--- config.mk ---
export PLATFORM = sky130hd
export DESIGN_NAME = clkcfg_wo_slave
export DESIGN_NICKNAME = d
export VERILOG_FILES = /design/src/rtl/clkcfg_pkg.sv /design/src/rtl/clkcfg_sync.sv /design/src/rtl/clkcfg_bus_fsm.sv /design/src/rtl/clkcfg_regbank.sv /design/src/rtl/clkcfg_wo_slave.sv
export SDC_FILE = /design/constraint.sdc
export NUM_CORES = 1
export LEC_CHECK = 0
export ABC_AREA = 1
export BUFFER_PORTS_ARGS = -buffer_cell sky130_fd_sc_hd__clkbuf_2
export CAP_MARGIN = 40
export CORE_MARGIN = 3
export CORE_UTILIZATION = 25
export CTS_CLUSTER_DIAMETER = 50
export DETAILED_ROUTE_END_ITERATION = 12
export GPL_ROUTABILITY_DRIVEN = 0
export GPL_TIMING_DRIVEN = 0
export PLACE_DENSITY_LB_ADDON = 0.25
export SYNTH_ARGS = -nofsm -noshare
export SYNTH_HDL_FRONTEND = slang
export SYNTH_SLANG_ARGS = --single-unit
--- constraint.sdc ---
create_clock -name clk_i -period 1.8 [get_ports clk_i]
set_input_delay 0.36 -clock clk_i [delete_from_list [all_inputs] [get_ports clk_i]]
set_output_delay 0.36 -clock clk_i [all_outputs]
set_load 0.03 [all_outputs]
--- src/rtl/clkcfg_pkg.sv ---
package clkcfg_pkg;

   typedef enum logic [1:0] {
      MODE_NORMAL   = 2'b00,
      MODE_TEST     = 2'b01,
      MODE_SPREAD   = 2'b10,
      MODE_TRISTATE = 2'b11
   } op_mode_e;

   typedef enum logic [1:0] {
      BUS_IDLE,
      BUS_RX,
      BUS_ACK,
      BUS_SKIP
   } bus_state_e;

   function automatic logic [3:0] mode_onehot(input op_mode_e m);
      logic [3:0] v;
      v = '0;
      v[m] = 1'b1;
      return v;
   endfunction

endpackage

--- src/rtl/clkcfg_sync.sv ---
module clkcfg_sync #(
   parameter int unsigned WIDTH  = 2,
   parameter int unsigned STAGES = 2,
   parameter logic [WIDTH-1:0] IDLE_VAL = '1
) (
   input  logic             clk_i,
   input  logic             rst_n_i,
   input  logic [WIDTH-1:0] d_i,
   output logic [WIDTH-1:0] q_o,
   output logic [WIDTH-1:0] rise_o,
   output logic [WIDTH-1:0] fall_o
);

   generate
      if (STAGES < 2) begin : g_bad_stages
         $error("clkcfg_sync: STAGES must be at least 2");
      end
      if (WIDTH < 1) begin : g_bad_width
         $error("clkcfg_sync: WIDTH must be at least 1");
      end
   endgenerate

   logic [WIDTH-1:0] chain [STAGES];
   logic [WIDTH-1:0] last_q;

   always_ff @(posedge clk_i or negedge rst_n_i) begin
      if (!rst_n_i) begin
         for (int s = 0; s < STAGES; s++) chain[s] <= IDLE_VAL;
         last_q <= IDLE_VAL;
      end else begin
         chain[0] <= d_i;
         for (int s = 1; s < STAGES; s++) chain[s] <= chain[s-1];
         last_q <= chain[STAGES-1];
      end
   end

   assign q_o    = chain[STAGES-1];
   assign rise_o = q_o & ~last_q;
   assign fall_o = ~q_o & last_q;

endmodule

--- src/rtl/clkcfg_bus_fsm.sv ---
module clkcfg_bus_fsm
   import clkcfg_pkg::*;
#(
   parameter int unsigned NREG       = 10,
   parameter logic [7:0]  ADDR_BYTE  = 8'hD2,
   parameter int unsigned SKIP_BYTES = 2,
   parameter int unsigned IDX_W      = (NREG > 1) ? $clog2(NREG) : 1
) (
   input  logic             clk_i,
   input  logic             rst_n_i,
   input  logic             en_i,
   input  logic             scl_i,
   input  logic             scl_rise_i,
   input  logic             scl_fall_i,
   input  logic             sda_i,
   input  logic             sda_rise_i,
   input  logic             sda_fall_i,
   output logic             sda_oe_o,
   output logic             wr_en_o,
   output logic [IDX_W-1:0] wr_idx_o,
   output logic [7:0]       wr_data_o
);

   localparam int unsigned CNT_W = $clog2(SKIP_BYTES + NREG + 2);
   localparam logic [CNT_W-1:0] FIRST_DATA = CNT_W'(SKIP_BYTES + 1);
   localparam logic [CNT_W-1:0] END_DATA   = CNT_W'(SKIP_BYTES + 1 + NREG);

   generate
      if (NREG < 1 || NREG > 255) begin : g_bad_nreg
         $error("clkcfg_bus_fsm: NREG out of range");
      end
   endgenerate

   bus_state_e       state_q;
   logic [3:0]       bit_cnt_q;
   logic [CNT_W-1:0] byte_cnt_q;
   logic [7:0]       shift_q;

   logic start_ev, stop_ev, byte_done, is_data, accept;
   logic [CNT_W-1:0] data_idx;

   assign start_ev  = scl_i & sda_fall_i;
   assign stop_ev   = scl_i & sda_rise_i;
   assign byte_done = scl_fall_i && (bit_cnt_q == 4'd8);
   assign is_data   = (byte_cnt_q >= FIRST_DATA);
   assign data_idx  = byte_cnt_q - FIRST_DATA;

   always_comb begin
      if (byte_cnt_q == '0)   accept = (shift_q == ADDR_BYTE);
      else if (!is_data)      accept = 1'b1;
      else                    accept = (byte_cnt_q < END_DATA);
   end

   always_ff @(posedge clk_i or negedge rst_n_i) begin
      if (!rst_n_i) begin
         state_q    <= BUS_IDLE;
         bit_cnt_q  <= '0;
         byte_cnt_q <= '0;
         shift_q    <= '0;
         sda_oe_o   <= 1'b0;
         wr_en_o    <= 1'b0;
         wr_idx_o   <= '0;
         wr_data_o  <= '0;
      end else begin
         wr_en_o <= 1'b0;
         if (!en_i) begin
            state_q  <= BUS_IDLE;
            sda_oe_o <= 1'b0;
         end else if (start_ev) begin
            state_q    <= BUS_RX;
            bit_cnt_q  <= '0;
            byte_cnt_q <= '0;
            sda_oe_o   <= 1'b0;
         end else if (stop_ev) begin
            state_q  <= BUS_IDLE;
            sda_oe_o <= 1'b0;
         end else begin
            unique case (state_q)
               BUS_RX: begin
                  if (scl_rise_i && bit_cnt_q != 4'd8) begin
                     shift_q   <= {shift_q[6:0], sda_i};
                     bit_cnt_q <= bit_cnt_q + 4'd1;
                  end else if (byte_done) begin
                     if (accept) begin
                        sda_oe_o <= 1'b1;
                        state_q  <= BUS_ACK;
                        if (is_data) begin
                           wr_en_o   <= 1'b1;
                           wr_idx_o  <= IDX_W'(data_idx);
                           wr_data_o <= shift_q;
                        end
                     end else begin
                        state_q <= BUS_SKIP;
                     end
                  end
               end
               BUS_ACK: begin
                  if (scl_fall_i) begin
                     sda_oe_o   <= 1'b0;
                     state_q    <= BUS_RX;
                     bit_cnt_q  <= '0;
                     byte_cnt_q <= byte_cnt_q + 1'b1;
                  end
               end
               default: ;
            endcase
         end
      end
   end

   // the open-drain enable only moves while SCL is low
   p_oe_scl_low_r10: assert property (@(posedge clk_i) disable iff (!rst_n_i)
      (en_i && (sda_oe_o != $past(sda_oe_o))) |-> !scl_i);

   // a write never targets a register outside the bank
   p_wr_idx_range_r4: assert property (@(posedge clk_i) disable iff (!rst_n_i)
      wr_en_o |-> (wr_idx_o < IDX_W'(NREG)));

   // power-down silences the bus side
   p_pd_quiet_r7: assert property (@(posedge clk_i) disable iff (!rst_n_i)
      !en_i |=> (!sda_oe_o && !wr_en_o));

endmodule

--- src/rtl/clkcfg_regbank.sv ---
module clkcfg_regbank #(
   parameter int unsigned NREG         = 10,
   parameter int unsigned IDX_W        = (NREG > 1) ? $clog2(NREG) : 1,
   parameter logic [7:0]  REG0_DEFAULT = 8'h0C,
   parameter logic [7:0]  REGN_DEFAULT = 8'hFF
) (
   input  logic              clk_i,
   input  logic              rst_n_i,
   input  logic              wr_en_i,
   input  logic [IDX_W-1:0]  wr_idx_i,
   input  logic [7:0]        wr_data_i,
   output logic [NREG*8-1:0] regs_o
);

   for (genvar i = 0; i < NREG; i++) begin : g_reg
      localparam logic [7:0] DEF = (i == 0) ? REG0_DEFAULT : REGN_DEFAULT;
      logic [7:0] val_q;
      always_ff @(posedge clk_i or negedge rst_n_i) begin
         if (!rst_n_i)                                      val_q <= DEF;
         else if (wr_en_i && wr_idx_i == IDX_W'(i))         val_q <= wr_data_i;
      end
      assign regs_o[i*8 +: 8] = val_q;
   end

   // a write strobe lands its byte in the addressed register
   p_write_lands_r4: assert property (@(posedge clk_i) disable iff (!rst_n_i)
      (wr_en_i && wr_idx_i < IDX_W'(NREG)) |=>
         (regs_o[$past(wr_idx_i)*8 +: 8] == $past(wr_data_i)));

endmodule

--- src/rtl/clkcfg_wo_slave.sv ---
module clkcfg_wo_slave
   import clkcfg_pkg::*;
#(
   parameter int unsigned NREG         = 10,
   parameter logic [7:0]  ADDR_BYTE    = 8'hD2,
   parameter int unsigned SKIP_BYTES   = 2,
   parameter int unsigned SYNC_STAGES  = 2,
   parameter logic [7:0]  REG0_DEFAULT = 8'h0C,
   parameter logic [7:0]  REGN_DEFAULT = 8'hFF
) (
   input  logic              clk_i,
   input  logic              por_n_i,
   input  logic              pwrdn_n_i,
   input  logic              scl_i,
   input  logic              sda_i,
   output logic              sda_oe_o,
   output logic [NREG*8-1:0] regs_o,
   output logic [1:0]        freq_sel_o,
   output logic [1:0]        mode_o,
   output logic [3:0]        mode_sel_o
);

   localparam int unsigned IDX_W = (NREG > 1) ? $clog2(NREG) : 1;

   logic [1:0] line_q, line_rise, line_fall;
   logic             wr_en, wr_gated;
   logic [IDX_W-1:0] wr_idx;
   logic [7:0]       wr_data;

   clkcfg_sync #(.WIDTH(2), .STAGES(SYNC_STAGES), .IDLE_VAL(2'b11)) sync_i (
      .clk_i   (clk_i),
      .rst_n_i (por_n_i),
      .d_i     ({sda_i, scl_i}),
      .q_o     (line_q),
      .rise_o  (line_rise),
      .fall_o  (line_fall)
   );

   clkcfg_bus_fsm #(
      .NREG(NREG), .ADDR_BYTE(ADDR_BYTE), .SKIP_BYTES(SKIP_BYTES), .IDX_W(IDX_W)
   ) fsm_i (
      .clk_i      (clk_i),
      .rst_n_i    (por_n_i),
      .en_i       (pwrdn_n_i),
      .scl_i      (line_q[0]),
      .scl_rise_i (line_rise[0]),
      .scl_fall_i (line_fall[0]),
      .sda_i      (line_q[1]),
      .sda_rise_i (line_rise[1]),
      .sda_fall_i (line_fall[1]),
      .sda_oe_o   (sda_oe_o),
      .wr_en_o    (wr_en),
      .wr_idx_o   (wr_idx),
      .wr_data_o  (wr_data)
   );

   assign wr_gated = wr_en & pwrdn_n_i;

   clkcfg_regbank #(
      .NREG(NREG), .IDX_W(IDX_W),
      .REG0_DEFAULT(REG0_DEFAULT), .REGN_DEFAULT(REGN_DEFAULT)
   ) bank_i (
      .clk_i     (clk_i),
      .rst_n_i   (por_n_i),
      .wr_en_i   (wr_gated),
      .wr_idx_i  (wr_idx),
      .wr_data_i (wr_data),
      .regs_o    (regs_o)
   );

   assign freq_sel_o = regs_o[3:2];
   assign mode_o     = regs_o[1:0];
   assign mode_sel_o = mode_onehot(op_mode_e'(regs_o[1:0]));

   // registers hold while powered down
   p_pd_hold_r7: assert property (@(posedge clk_i) disable iff (!por_n_i)
      !pwrdn_n_i |=> $stable(regs_o));

   // exactly one mode is selected at any time
   p_mode_onehot_r9: assert property (@(posedge clk_i) disable iff (!por_n_i)
      $countones(mode_sel_o) == 1);

endmodule

Yosys cells after proc, flatten, opt, wreduce, memory -nomap -nowiden

Index checks and enable logic that the tools add are counted.
Widths: inputs -> output; s select.

Bits in registers: 118
Output and inout port bits: 89

Multiplexer cells: 37
Bitwise logic cells: 10
$lt $le $gt $ge: 4
$add $sub $neg: 3
Equal/unequal tests: 22
Reduce and logical (&&, ||, !) cells: 24

Operators by type and width:

| kind                | count |
|---|---|
| $mux 4              | 8 |
| $mux 1              | 19 |
| $eq 4x3->1 const B  | 4 |
| $reduce_and 5->1    | 3 |
| $logic_and 1x1->1   | 13 |
| $eq 4x4->1 const B  | 3 |
| $mux 2              | 6 |
| $ne 5x2->1 const B  | 2 |
| $ne 5x3->1 const B  | 2 |
| $add 4x1->4 const B | 2 |
| $eq 4x2->1 const B  | 2 |
| $eq 8x8->1 const B  | 1 |
| $logic_not 4->1     | 2 |
| $pmux 4 s2          | 1 |
| $reduce_and 4->1    | 2 |
| $reduce_and 8->1    | 1 |
| $ne 5x1->1 const B  | 1 |
| $and 2x2->2         | 2 |
| $eq 4x1->1 const B  | 1 |
| $ge 4x2->1 const B  | 1 |
| $lt 4x4->1 const B  | 1 |
| $ne 4x4->1 const B  | 1 |
| $not 2->2           | 2 |
| $pmux 2 s2          | 1 |
| 14 further kinds    | 19 |

Logic depth before layout (Yosys ltp)

Gate-level depths: netlist of run 1.

Word-level depth: 10
Gate-level depth with buffers: 11

By module

Synthesis of run 1 repeated with hierarchy kept, for this count alone.

Cell total of the unflattened synthesis: 610
Area, all modules: 5420.2 µm²

By module, submodules not included:

| module          | times used | area each (µm²) | cells each |
|---|---|---|---|
| clkcfg_regbank  | 1          | 3372.0          | 378 |
| clkcfg_bus_fsm  | 1          | 1781.7          | 203 |
| clkcfg_sync     | 1          | 202.7           | 16 |
| clkcfg_wo_slave | 1          | 63.8            | 13 |

Worst setup path after synthesis of run 1

Ideal clock, no wire load.

Path kind: register to register
Start: reg fsm_i.bit_cnt_q[0]
End: reg fsm_i.wr_idx_o[3]
Period minus slack after synthesis: 1.535 ns
Arrival: 1.419 ns
Slack: 0.265 ns
Required time: 1.684 ns
Library setup time: 0.116 ns
Path buffers: 1
Cell stages (with the launch flop): 12
Cells stage by stage: dfrtp_1 > inv_1 > ha_1 > nand2_1 > nor2_1 > nand2_1 > or2_4 > nor2_8 > nand2_4 > buf_6 > nand2_1 > nand2_1

Word-level cells in the longest chain between the ends: 4

Ends and longest elaborated chain:

| what                                | line                 | source |
|---|---|---|
| start, declared                     | clkcfg_bus_fsm.sv:35 | `logic [3:0] bit_cnt_q;` |
| start signal, assigned              | clkcfg_bus_fsm.sv:82 | `bit_cnt_q <= bit_cnt_q + 4'd1;` |
| $ne 4x4->1                          | clkcfg_bus_fsm.sv:80 | `if (scl_rise_i && bit_cnt_q != 4'd8) begin` |
| $logic_and 1x1->1                   | clkcfg_bus_fsm.sv:80 |  |
| $not 1->1 (no source line)          | --                   |  |
| $reduce_and 8->1 (no source line) * | --                   |  |
| end signal, assigned                | clkcfg_bus_fsm.sv:89 | `wr_idx_o <= IDX_W'(data_idx);` |
| end, declared                       | clkcfg_bus_fsm.sv:20 | `output logic [IDX_W-1:0] wr_idx_o,` |

Every way passes the cells marked *; elsewhere a longest branch is shown, timed or not.
A chain may end at the register's enable or synchronous reset.

Final worst setup path of run 1

Start: reg fsm_i.bit_cnt_q[0]
End: reg fsm_i.wr_data_o[7]

Word-level cells in the longest chain between the ends: 4

Ends and longest elaborated chain:

| what                                | line                 | source |
|---|---|---|
| $ne 4x4->1                          | clkcfg_bus_fsm.sv:80 |  |
| $logic_and 1x1->1                   | clkcfg_bus_fsm.sv:80 |  |
| $not 1->1 (no source line)          | --                   |  |
| $reduce_and 8->1 (no source line) * | --                   |  |
| end signal, assigned                | clkcfg_bus_fsm.sv:90 | `wr_data_o <= shift_q;` |
| end, declared                       | clkcfg_bus_fsm.sv:21 | `output logic [7:0] wr_data_o` |

Marked as above.

==> results.cfg, run 1 <==
[status]
outcome = finished clean

[yosys]
postSynthAreaPerCell_um2 = 9.58
yosysUniqueCellTypes = 30
synth-warning-count = 0
syn-cell-area_mm2 = 0.00487
synth_top_area_share_pct = 43.2
syn-num-nets = 519
synth-seq-cells = 118
synth.largest_area_cell = dfstp_2
synth_cells = 508
ys_seq_area_share_pct = 62.7
synth_area_leaders = dfstp_2 (43%), dfrtp_1 (20%), nand2_1 (12%), o21ai_1 (7.4%), nand3_1 (3.1%)

[drt]
via_per_inst = 4.26
routed_wl_mm = 12.1
drtIter0Drc = 166
num_vias = 3834
drt.antenna.violating_nets = 0
drc = 0
drt_pass1_iterations = 4
wl_per_cell_um = 13.4

[die]
die_w_um = 146
die_area_mm2 = 0.0212
floorplan.initialDensity_pct = 25.8
fp.dieH_um = 146
io_pins = 94
core_area_mm2 = 0.0189
rows = 50

[layout]
antennaDiodeCount = 0
final_common_cell = nand2_1
layoutNonFillerInstCount = 901
final_cell_mix = nand2_1 (148), clkbuf_2 (92), dfstp_2 (80), o21ai_1 (72), dfrtp_1 (38)
area_growth_pct = 31.1
nFillCells = 1935
nNetsFinal = 639
drive_above_1_share_pct = 38.1

[timing]
rsz0062_at_grt = yes
setup_viol = 0
finClkSkew_ns = 0.0103
slew_headroom_pct = 62.3
period_needed_ns = 1.71
fin_ws_ns = 0.0943
finalHoldViolCount = 0
tightestPinTransition_ns = 0.565
report.final.slew_viol_count = 0
fmax_mhz = 586
final.period_utilization_pct = 94.8
fin_hold_ws_ns = 0.0251

[setup_path]
crit_arrival_ns = 2.01
crit_top_cell = nand2_1
critPathKind = reg2reg
worst_setup_path_end_kind = flip-flop
crit_family = simple AND/OR/NAND/NOR gates
r2r-end = fsm_i.wr_data_o[7]$_DFFE_PN0P_
cpPeakStageDelay_ns = 0.41
worstPathMaxFanout = 5
cp.buffers_inverters = 2
required_ns = 2.10
worst_r2r_path_depth = 11
cp_slowest_cell = dfrtp_1
reg2reg_from = fsm_i.bit_cnt_q[0]$_DFFE_PN0P_
r2r_slack_ns = 0.09
cp-startpoint = fsm_i.bit_cnt_q[0]$_DFFE_PN0P_
path_cells = inv_2, ha_4, nand2_2, nor2_1, nand2_1, or2_4, nor2_8, nand2_4, buf_6, nand2_1, nand2_1
start_kind = flip-flop

[clock_tree]
path_clk_slew_ns = 0.05
clk_path_buf_depth = 2
cts_tree = done
clock-sinks = 118
h-tree-depth = 4
cts-root-buf = clkbuf_16
clkLatencyLatePin_ns = 0.41
numCtsBuffers = 17

[placed_design]
post-place-cells = 862
post-dp-hpwl_mm = 8.44
dp_worst_setup_slack_ns = 0.0978
io_buffers = 93

[pwr]
p_leak_uw = 0.00283
vdd_ir_drop_max_mv = 0.607
p_per_area_mw_per_mm2 = 1180

[min_path]
min_to = sync_i.chain[3]$_DFF_PN1_
hold_depth = 1
min-delay-path-class = in2reg
worstHoldStart = sda_i

[global_routing]
grt_max_degree = 67
grt_usage_pct = 11.8
grt_overflow = 0
grt_pass1_vias = 3790
grt_pass1_wl_mm = 20.0
antenna_found_initial = 0

[job]
maxCapViolations = 0
==> logic make-up (layout without fill, tap and decap cells) <==
group,after synthesis,count (layout),share of synthesized area (%)
fa+ha+maj,6,6,1.54
buf+inv,61,194,5.42
compound gates,101,101,10.5
xor+xnor,2,2,0.360
simple gates,220,220,19.5
flops,118,118,62.7
==> worst register-to-register path: stages (launching register included) <==
cell	delay, ns
dfrtp_1	0.41
inv_2	0.10
ha_4	0.13
nand2_2	0.04
nor2_1	0.10
nand2_1	0.08
or2_4	0.28
nor2_8	0.14
nand2_4	0.08
buf_6	0.14
nand2_1	0.05
nand2_1	0.04
==> cell usage after synthesis <==
cell type    n
nand2_1    151
dfstp_2     80
o21ai_1     72
dfrtp_1     38
inv_1       36
nand3_1     30
nor2_1      24
o21ai_0     22
clkbuf_1    10
inv_2        7
ha_1         6
a21oi_1      5
buf_4        5
nor2_4       3
buf_6        2
nand2_4      2
nor2_2       2
a211oi_1     1
buf_2        1
nand2_2      1
nand3_2      1
nand3b_1     1
nand4_1      1
nor2_8       1
nor3b_1      1
o22ai_1      1
or2_2        1
or2_4        1
xnor2_1      1
xor2_1       1
==> through the flow <==
stage	TNS (ns)	utilization, %	power, µW	area, µm²
after floorplan	0	-	3840	4870
after global placement	-90.26	29.9	4100	5660
after global routing	-0.00381	33.8	7960	6380
after CTS	0	33.4	7580	6310
final	0	33.8	7540	6380
after detailed placement	0	30.1	4140	5690
==> worst max-delay path by stage <==
| stage | to | slack [ns] | depth (start not counted) |
|---|---|---|---|
| final | fsm_i.wr_data_o[7]$_DFFE_PN0P_ | 0.09 | 11 |
| after CTS | fsm_i.wr_data_o[7]$_DFFE_PN0P_ | 0.09 | 11 |
| after global routing | fsm_i.wr_idx_o[0]$_DFFE_PN0P_ | -0.004 | 11 |
| after floorplan | fsm_i.wr_idx_o[3]$_DFFE_PN0P_ | 0.26 | 11 |
| after global placement | fsm_i.shift_q[4]$_DFFE_PN0P_ | -1.24 | 1 |
| after detailed placement | fsm_i.wr_data_o[7]$_DFFE_PN0P_ | 0.1 | 11 |
==> state kept, by name, indices dropped and copies added, names as in the netlist <==
signal and count:
fsm_i.wr_idx_o 4, fsm_i.wr_data_o 8, sync_i.last_q 2, fsm_i.bit_cnt_q 4, fsm_i.state_q 2, fsm_i.shift_q 8, fsm_i.sda_oe_o 1, sync_i.q_o 2
bank_i.g.val_q 80, fsm_i.byte_cnt_q 4, fsm_i.wr_en_o 1, sync_i.chain 2
==> area by class of cell <==
class / count / area (µm²) / area share (%)
sequential: 118 / 3050 / 47.8
multi-input combinational: 329 / 1570 / 24.6
timing repair buffer: 101 / 561 / 8.78
clock buffer: 23 / 520 / 8.16
tap: 260 / 325 / 5.10
inverter: 43 / 161 / 2.53
buffer: 18 / 103 / 1.61
clock inverter: 9 / 87.6 / 1.37
==> timing repair <==
item | 4_1_cts | 5_1_grt
gates resized for setup | 0 | 9
endpoints found under the hold margin | 19 | 0
hold buffers | 1 | 0
buffers inserted | 0 | 5
endpoints found under the setup margin | 0 | 9
==> power by group <==
group / total, µW / internal, µW / switching, µW
clock network: 3370 / 2170 / 1190
logic: 1090 / 385 / 706
registers: 3080 / 2890 / 189
total: 7540 / 5450 / 2090
==> per-layer routing <==
metal,wire (µm),vias up,track usage (%)
li1,-,1889,-
met1,5620,1829,15.2
met2,5610,97,18.5
met3,677,19,4.11
met4,208,0,4.51
met5,0,-,0
Note: power is estimated with default switching activity, not from simulation.
==> run 2: changes to the inputs <==
- CELL_PAD_IN_SITES_DETAIL_PLACEMENT: not set -> 0
- CELL_PAD_IN_SITES_GLOBAL_PLACEMENT: not set -> 2
==> run 2 against run 1 <==
- combinational power barely moved
- first-iteration DRC count rose by 27%
- die area did not move
- sequential share of layout area fell by 0.075 points
- final area rose by 0.16%
- cell count did not move
- total power barely moved
- via count fell by 2.0%
- global-route usage rose by 0.84 points
- sequential cell count did not move
- clock skew fell by 0.00089 ns
- register-to-register slack barely moved
==> results.cfg, run 2 (same netlist as run 1, synthesis figures left out) <==
[setup_path]
worst_setup_path_end_kind = flip-flop
r2r_slack_ns = 0.08
start_kind = flip-flop
r2r-end = fsm_i.wr_data_o[0]$_DFFE_PN0P_
worst_r2r_path_depth = 11
crit_arrival_ns = 2.02
critPathKind = reg2reg
required_ns = 2.10
worstPathMaxFanout = 5
reg2reg_from = fsm_i.bit_cnt_q[0]$_DFFE_PN0P_

[drt]
drtIter0Drc = 210
num_vias = 3756
routed_wl_mm = 12.8
drc = 0
drt_pass1_iterations = 5
drt.antenna.violating_nets = 0
via_per_inst = 4.17
wl_per_cell_um = 14.2

[layout]
area_growth_pct = 31.3
design_area_mm2 = 0.00639
drive_above_1_share_pct = 38.8
largest_register = bank_i.g.val_q
nNetsFinal = 639
antennaDiodeCount = 0
largest_reg_flops = 80
final_cell_mix = nand2_1 (145), clkbuf_2 (92), dfstp_2 (80), o21ai_1 (72), dfrtp_1 (38)
final_common_cell = nand2_1
reg_top3 = bank_i.g.val_q (80), fsm_i.shift_q (8), fsm_i.wr_data_o (8)

[global_routing]
grt_max_degree = 64
grt_pass1_vias = 3865
grt_overflow = 0
grt_usage_pct = 12.7
grt_pass1_wl_mm = 21.3
antenna_found_initial = 0

[clock_tree]
cts_tree = done
path_clk_slew_ns = 0.06
numCtsBuffers = 17
cts-root-buf = clkbuf_16
clkLatencyLatePin_ns = 0.41
h-tree-depth = 4
clk_path_buf_depth = 2
clock-sinks = 118

[placed_design]
io_buffers = 93
place_area_mm2 = 0.00569
post-dp-hpwl_mm = 8.93

[min_path]
worstHoldStart = scl_i
hold_depth = 1
min_to = sync_i.chain[2]$_DFF_PN1_
min-delay-path-class = in2reg

[pwr]
p_int_uw = 5370
comb_power_share_pct = 14.8
switching_power_uw = 2170
clkPwrFrac_pct = 44.3
p_per_area_mw_per_mm2 = 1180
vdd_ir_drop_max_mv = 0.663
p_leak_uw = 0.00283
p_seq_share_pct = 40.9
swShare_pct = 28.7

[job]
maxCapViolations = 0

[timing]
finalHoldViolCount = 0
tightestPinTransition_ns = 0.550
finClkSkew_ns = 0.00941
final.period_utilization_pct = 95.5
rsz0062_at_grt = yes
period_needed_ns = 1.72
setup_viol = 0
report.final.slew_viol_count = 0
fmax_mhz = 582
fin_hold_ws_ns = 0.0257
slew_headroom_pct = 63.3

[die]
die_area_mm2 = 0.0212
rows = 50
fp.dieH_um = 146
io_pins = 94
core_area_mm2 = 0.0189
die_w_um = 146
floorplan.initialDensity_pct = 25.8

[status]
outcome = finished clean
## run 2: cell type report
class / count / area [µm²]
inverters: 43 / 161
repair buffers: 101 / 574
well taps: 260 / 325
multi-input cells: 329 / 1580
plain buffers: 18 / 106
clock inverters: 14 / 151
fillers: 1980 / 12500
flip-flops and latches: 118 / 3050
clock buffers: 18 / 439
## run 2: power groups by stage
| stage | Combinational [µW] | Clock (µW) | Sequential, µW |
|---|---|---|---|
| after global routing | 1300 | 3570 | 3120 |
| final | 1120 | 3340 | 3090 |
| after floorplan | 747 | 0 | 3090 |
| after detailed placement | 1050 | 0 | 3120 |
| after CTS | 1060 | 3430 | 3090 |
| after global placement | 1020 | 0 | 3120 |
## run 2: per-layer routing
metal	routed length [µm]	GRT usage, %	vias to the layer above
met4	107	3.99	0
met2	6080	19.8	82
li1	-	-	1879
met3	452	3.52	9
met5	0	0	-
met1	6140	17.2	1786
## run 2: metrics by stage
step                      std cells  util, %  setup slack [ns]  TNS, ns  total power, µW
after detailed placement        862     30.1            0.0856        0             4170
after floorplan                 508        -             0.265        0             3840
after CTS                       895     33.3            0.0662        0             7580
after global placement          861     29.9             -1.36  -101.04             4140
after global routing            901     33.8           -0.0269   -0.165             7990
final                           901     33.8            0.0819        0             7540
## run 2: worst max path at each step
stage                                   start                              to  slack, ns
6_report       fsm_i.bit_cnt_q[0]$_DFFE_PN0P_  fsm_i.wr_data_o[0]$_DFFE_PN0P_       0.08
5_1_grt        fsm_i.bit_cnt_q[0]$_DFFE_PN0P_  fsm_i.wr_data_o[0]$_DFFE_PN0P_      -0.03
4_1_cts        fsm_i.bit_cnt_q[0]$_DFFE_PN0P_  fsm_i.wr_data_o[2]$_DFFE_PN0P_       0.07
3_5_place_dp   fsm_i.bit_cnt_q[0]$_DFFE_PN0P_  fsm_i.wr_data_o[2]$_DFFE_PN0P_       0.09
3_3_place_gp                          por_n_i    fsm_i.shift_q[4]$_DFFE_PN0P_      -1.36
2_1_floorplan  fsm_i.bit_cnt_q[0]$_DFFE_PN0P_   fsm_i.wr_idx_o[3]$_DFFE_PN0P_       0.26
## run 2: timing repair
item                                    CTS  global route
setup buffers                             0             5
endpoints found under the setup margin    0             9
hold buffers                              1             0
resized for setup                         0            12
endpoints found under the hold margin    24             0
## run 2: worst max-delay path, cell delays in order (launching register included)
cell and delay [ns]:
dfrtp_1 0.40, inv_2 0.09, ha_4 0.13, nand2_2 0.06
nor2_2 0.10, nand2_1 0.07, or2_4 0.28, nor2_8 0.14
nand2_4 0.09, clkbuf_16 0.16, nand2_1 0.05, nand2_1 0.04
